--- src/rtl/cache_port_flow.sv ---
module cache_port_flow #(
  parameter int DATA_W   = 8,
  parameter int DEPTH    = 4,
  parameter bit CPU_SIDE = 1'b1
) (
  input  logic              clk,
  input  logic              rst_n,
  input  logic              in_valid,
  input  logic              in_is_req,
  input  logic              in_cacheable,
  input  logic              in_inval,
  input  logic              in_read,
  input  logic              in_write,
  output logic              in_accept,
  output logic              in_absorbed,
  input  logic              block_set,
  input  logic              block_clr,
  output logic              up_retry,
  input  logic              rsp_valid,
  input  logic [DATA_W-1:0] rsp_data,
  input  logic              rsp_nack,
  input  logic              req_pending,
  input  logic [DATA_W-1:0] req_data,
  output logic              req_taken,
  output logic              req_refused,
  output logic              out_valid,
  output logic [DATA_W-1:0] out_data,
  output logic              out_is_rsp,
  output logic              out_nack,
  input  logic              out_accept,
  input  logic              down_retry,
  output logic              stalled,
  output logic              q_full,
  output logic              q_err
);
  localparam int AW = (DEPTH > 1) ? $clog2(DEPTH) : 1;
  localparam int CW = $clog2(DEPTH + 1);

  logic          blocked, must_retry;
  logic          reject;
  logic [DATA_W:0] mem [DEPTH];
  logic [AW-1:0] rd_ptr, wr_ptr;
  logic [CW-1:0] cnt;
  logic          q_empty, attempt, head_try, byp_try, req_try, push, pop;

  assign in_absorbed = CPU_SIDE && in_valid && in_is_req && in_cacheable
                       && in_inval && !in_read && !in_write;
  assign reject      = in_valid && in_is_req && blocked && !in_absorbed;
  assign in_accept   = in_valid && !reject;

  always_ff @(posedge clk) begin
    if (!rst_n) begin
      blocked    <= 1'b0;
      must_retry <= 1'b0;
      up_retry   <= 1'b0;
    end else begin
      up_retry <= 1'b0;
      if (block_set) begin
        blocked    <= 1'b1;
        must_retry <= 1'b0;
      end else if (block_clr && blocked) begin
        blocked    <= 1'b0;
        up_retry   <= must_retry || reject;
        must_retry <= 1'b0;
      end else if (reject) begin
        must_retry <= 1'b1;
      end
    end
  end

  assign q_empty  = (cnt == '0);
  assign q_full   = (cnt == CW'(DEPTH));
  assign q_err    = rsp_valid && q_full;

  assign attempt  = !stalled || down_retry;
  assign head_try = attempt && !q_empty;
  assign byp_try  = attempt && !stalled && q_empty && rsp_valid;
  assign req_try  = attempt && !head_try && !byp_try && req_pending;

  assign out_valid  = head_try || byp_try || req_try;
  assign out_is_rsp = head_try || byp_try;
  assign out_data   = head_try ? mem[rd_ptr][DATA_W-1:0] :
                      byp_try  ? rsp_data : req_data;
  assign out_nack   = head_try ? mem[rd_ptr][DATA_W] :
                      byp_try  ? rsp_nack : 1'b0;

  assign req_taken   = req_try && out_accept;
  assign req_refused = req_try && !out_accept;

  assign pop  = head_try && out_accept;
  assign push = rsp_valid && !q_full && !(byp_try && out_accept);

  always_ff @(posedge clk) begin
    if (!rst_n) begin
      rd_ptr  <= '0;
      wr_ptr  <= '0;
      cnt     <= '0;
      stalled <= 1'b0;
    end else begin
      if (push) begin
        mem[wr_ptr] <= {rsp_nack, rsp_data};
        wr_ptr      <= (wr_ptr == AW'(DEPTH - 1)) ? '0 : wr_ptr + 1'b1;
      end
      if (pop)
        rd_ptr <= (rd_ptr == AW'(DEPTH - 1)) ? '0 : rd_ptr + 1'b1;
      cnt <= cnt + CW'(push) - CW'(pop);
      if (out_valid)
        stalled <= !out_accept;
      else if (down_retry)
        stalled <= 1'b0;
    end
  end
endmodule

--- config.mk ---
export PLATFORM = sky130hd
export DESIGN_NAME = cache_port_flow
export DESIGN_NICKNAME = d
export VERILOG_FILES = /design/src/rtl/cache_port_flow.sv
export SDC_FILE = /design/constraint.sdc
export NUM_CORES = 1
export LEC_CHECK = 0
export BUFFER_PORTS_ARGS = -buffer_cell sky130_fd_sc_hd__buf_2
export CORE_ASPECT_RATIO = 1.75
export CORE_MARGIN = 5
export CORE_UTILIZATION = 50
export CTS_CLUSTER_SIZE = 20
export DETAILED_ROUTE_END_ITERATION = 6
export PLACE_DENSITY = 0.74
export SLEW_MARGIN = 20
export SYNTH_ARGS = -nofsm -noshare
export SYNTH_HDL_FRONTEND = slang
export SYNTH_SLANG_ARGS = --single-unit
--- constraint.sdc ---
create_clock -name clk -period 5.3 [get_ports clk]
set_input_delay 0.53 -clock clk [delete_from_list [all_inputs] [get_ports clk]]
set_output_delay 0.53 -clock clk [all_outputs]
set_load 0.01 [all_outputs]
### After elaboration in Yosys (flattened, before gate mapping)

Memories as Yosys holds them, arrays and structs flattened. A register that Yosys moved wholly into a read port is not among the register bits.
Cells that the tools add are included.

| storage, ports and cells | value |
|---|---|
| word-level logic and storage cells | 75 |
| memories | 1 |
| memory bits (writable) | 36 |
| output and inout port bits | 19 |
| register bits | 11 |
| bits of input ports | 31 |

Memory list:

| name | depth | width | read ports | clocked after Yosys merged registers in | wr ports | line | text |
|---|---|---|---|---|---|---|---|
| mem | 4 | 9 | 1 | 1 | 1 | 41 | `logic [DATA_W:0] mem [DEPTH];` |

| cells by class | value |
|---|---|
| reductions and logical operators | 43 |
| add/subtract/negate cells | 4 |
| eq/ne operators | 3 |
| bitwise gates (word level) | 2 |
| mux-type cells | 15 |

Operators with widths:

| kind | number |
|---|---|
| $logic_and A1 B1 Y1 | 23 |
| $mux W8 | 2 |
| $logic_not A1 Y1 | 11 |
| $mux W1 | 9 |
| $mux W2 | 4 |
| $reduce_or A3 Y1 | 2 |
| $add A2 B1 Y2 const B | 2 |
| $eq A2 B2 Y1 const B | 2 |
| $logic_or A1 B1 Y1 | 4 |
| $reduce_bool A2 Y1 | 2 |
| $add A3 B1 Y3 | 1 |
| $eq A3 B3 Y1 const B | 1 |
| $logic_not A3 Y1 | 1 |
| $sub A3 B1 Y3 | 1 |
| $not A1 Y1 | 2 |

### Logic depth before layout (Yosys ltp)

| logic depth | value |
|---|---|
| word-level depth | 11 |
| mapped depth | 12 |
| gate-level depth less buffers | 11 |

### Worst setup path before layout

No wires, ideal clock.

| timing path | value |
|---|---|
| path type | input port to flip-flop |
| start point | input out_accept |
| end point | register cnt[2] |
| stages on the path | 11 |
| setup time | 0.117 ns |
| arrival | 2.238 ns |
| required time | 5.183 ns |
| path slack | 2.944 ns |
| path buffers | 0 |
| path through | nor2b_1 > o21a_1 > nor2_1 > inv_1 > ha_1 > inv_1 > ha_1 > fa_1 > xnor2_1 > xnor2_1 > nor2_1 |

| on the way | value |
|---|---|
| cells in the longest elaborated chain, start to end | 5 |
| elaborated cells on any way between the ends | 6 |
| those cells by class | 2 x add/sub; 4 x reduce/logical |

Ends and longest elaborated chain:

| item | line | text |
|---|---|---|
| start: declaration | 30 | `input logic out_accept,` |
| $logic_and A1 B1 Y1 | 91 | `assign push = rsp_valid && !q_full && !(byp_try && out_accept);` |
| $logic_not A1 Y1 | 91 |  |
| $logic_and A1 B1 Y1 | 91 |  |
| $add A3 B1 Y3 | 106 | `cnt <= cnt + CW'(push) - CW'(pop);` |
| $sub A3 B1 Y3 (*) | 106 |  |
| end signal: assignment | 106 |  |
| end: declaration | 43 | `logic [CW-1:0] cnt;` |

Every way passes the cells marked *; elsewhere a longest branch is shown, timed or not.
A chain may end at the register's enable or synchronous reset.

==> flow_metrics.env <==
export IMPL_min_period_over_period=0.4633
export IMPL_tritoncts="yes"
export IMPL_top_layer="met4"
export IMPL_io_buffers=49
export IMPL_die_height_um=97.62
export IMPL_irDropWorstVdd_mv=0.3230
export IMPL_grt_usage=0.1585
export IMPL_rsz0062_at_grt="false"
export IMPL_worstPathRequired_ps=4770
export IMPL_wl_met1_mm=1.654
export IMPL_ios=50
export IMPL_min_to="must_retry"
export IMPL_syn_avg_cell_area_um2=13.37
export IMPL_fmax_mhz=407.2
export IMPL_cp_max_fo=9
export IMPL_wl_met3_um=210
export IMPL_drv_cap=0
export IMPL_worstHoldPathCells=2
export IMPL_place_area_um2=2475
export IMPL_layoutNonFillerInstCount=268
export IMPL_wl_mm=4.202
export IMPL_postCtsSetupBuffers=0
export IMPL_slew_headroom=0.6171
export IMPL_startpoint_type="register"
export IMPL_worst_setup_path_type="reg -> out"
export IMPL_ant_nets=0
export IMPL_clk_path_buf_depth=2
export IMPL_drt_pass1_iter_count=4
export IMPL_htree_levels=2
export IMPL_r2r_cells=11
export IMPL_ctsHoldBuffers=0
export IMPL_final_setup_tns_ps=0
export IMPL_grt_start_max_net_pins=17
export IMPL_drt_iter0_drc=36
export IMPL_cp_arrival_ps=1930
export IMPL_ys_seq_area_frac=0.6115
export IMPL_grt_pass1_wl_mm=6.996
export IMPL_n_antenna_cell=0
export IMPL_fp_dieArea_um2=5863
export IMPL_synthTopCellsByArea="edfxtp_1 49%, dfxtp_1 12%, mux4_2 9.2%, ha_1 4.0%, nor2_1 3.9%"
export IMPL_avgRoutedWirePerCell_um=15.68
export IMPL_min_delay_start="block_set"
export IMPL_post_route_worst_setup_slack_ps=2845
export IMPL_rrSetupSlack_ps=2900
export IMPL_final_core_util=0.5932
export IMPL_cts_resized=0
export IMPL_overflow=0
export IMPL_worst_pin_slew_ps=573.6
export IMPL_rows=32
export IMPL_ys_warn_count=0
export IMPL_nFillCells=374
export IMPL_coreArea_um2=4324
export IMPL_worstHoldPathType="in -> reg"
export IMPL_synth_seq_cells=49
export IMPL_place_inst=260
export IMPL_clock_sinks=49
export IMPL_cellPowerDensity_nw_per_um2=402.7
export IMPL_place_ws_ps=2664
export IMPL_hold_viol_final=0
export IMPL_synth_cells=164
export IMPL_drv_slew=0
export IMPL_path_clk_slew_ps=90
export IMPL_r2r_end="cnt[2]"
export IMPL_start_util=0.5072
export IMPL_end_kind="output port"
export IMPL_drc=0
export IMPL_reg2reg_from="stalled"
export IMPL_routabilityCongestion=0.7934
export IMPL_synth_top_area_frac=0.4929
export IMPL_synth_top_area_cell="edfxtp_1"
export IMPL_vias=1475
export IMPL_viasPerCell=5.504
export IMPL_fin_area_um2=2565
export IMPL_die_x_um=60.07
export IMPL_nets=255
export IMPL_clk_insertion_delay_late_ps=300
export IMPL_wl_met2_mm=2.267
export IMPL_p_leak_nw=1.012
export IMPL_antenna_found_initial=0
export IMPL_finalSetupViolCount=0
export IMPL_finalCriticalPeriod_ps=2456
export IMPL_outcome="completed"
export IMPL_drive_gt1_frac=0.3180
export IMPL_numCtsBuffers=5
export IMPL_ys_types=36
export IMPL_hpwl_mm=3.178
export IMPL_grt_pass1_vias=1507
export IMPL_skew_ps=7.005
export IMPL_syn_num_nets=203
export IMPL_synth_area_um2=2193
export IMPL_cts_root_buf="clkbuf_8"
export IMPL_areaGrowthSynthToFinish_pct=16.94
-- per-stage QoR --
step                      total power [mW]  hold slack (ps)
final                                1.033            428.8
after global routing                 1.101            424.1
after CTS                            1.047            420.3
after detailed placement            0.8300            486.3
after global placement              0.8243            480.7
after floorplan                     0.7295            446.4
-- report_power, final --
group          internal [mW]  switching (mW)
Clock                 0.0937           0.123
Sequential             0.446          0.0382
Combinational          0.153           0.179
Total                  0.693           0.340
-- layout by cell type, fill, tap and decap left out, types with 3 or more instances in the layout --
cell / Yosys / final
nor2b_1: 3 / 3
a21oi_1: 6 / 6
clkbuf_8: 0 / 5
and2_1: 5 / 5
inv_1: 11 / 11
ha_1: 7 / 7
nor2_1: 23 / 23
nand2_1: 5 / 5
o22ai_1: 8 / 8
and3_1: 5 / 5
buf_2: 1 / 49
o21ai_0: 4 / 4
mux4_2: 9 / 9
edfxtp_1: 36 / 36
dfxtp_1: 13 / 13
-- worst max path at each step --
stage / from / endpoint / slack (ps)
final: register / out_data[4] / 2840
after global routing: cnt[1] / out_data[4] / 2630
after CTS: register / out_data[4] / 2770
after detailed placement: out_accept / cnt[2] / 2660
after global placement: out_accept / cnt[2] / 2690
after floorplan: out_accept / cnt[2] / 2940
-- logic make-up after synthesis --
logic type | synth area share
multiplexers | 0.09697
AND/OR/NAND/NOR | 0.1324
AO/OA/AOI/OAI | 0.06903
buffers and inverters | 0.03308
flip-flops | 0.6115
XOR/XNOR | 0.007988
adder cells (fa/ha/maj) | 0.04906
-- sequential cells by signal (all words and copies together) (netlist names), named ones only --
name / count
blocked: 1
cnt: 3
mem: 36
must_retry: 1
rd_ptr: 2
stalled: 1
up_retry: 1
wr_ptr: 2
-- metal layers --
metal | vias up | GRT usage
met1 | 713 | 0.1849
met4 | 0 | 0.05119
met3 | 5 | 0.03059
met2 | 43 | 0.2792
met5 | - | 0
li1 | 714 | -
-- cells in the mapped netlist (all sizes together) --
master / instances
a21oi: 6
inv: 11
edfxtp: 36
buf: 3
o311ai: 1
o21ai: 4
o21a: 1
clkinv: 1
or4: 1
mux2i: 1
nor2: 23
o211ai: 1
mux4: 9
and3: 5
nand2: 6
or3: 2
nor2b: 3
o31ai: 2
nor4b: 2
nand3: 3
nor4: 1
a22oi: 1
clkbuf: 1
o22ai: 8
nand4b: 1
xnor2: 2
ha: 7
nor3: 2
or2b: 1
dfxtp: 13
fa: 1
and2: 5
-- critical path, stage by stage, from the launching register on --
cell and delay, ps:
dfxtp_1 700, mux4_2 570, o22ai_1 170, nor2_1 60, buf_2 140
-- layout make-up --
cell class	count	area [um2]	area share
flip-flops and latches	49	1341	0.5229
multi-input cells	99	779.5	0.3039
repair buffers	49	245.2	0.09561
clock buffers	5	68.82	0.02683
well taps	51	63.81	0.02488
inverters	12	45.04	0.01756
clock inverters	3	21.27	0.008293
(Power assumes the default switching activity.)
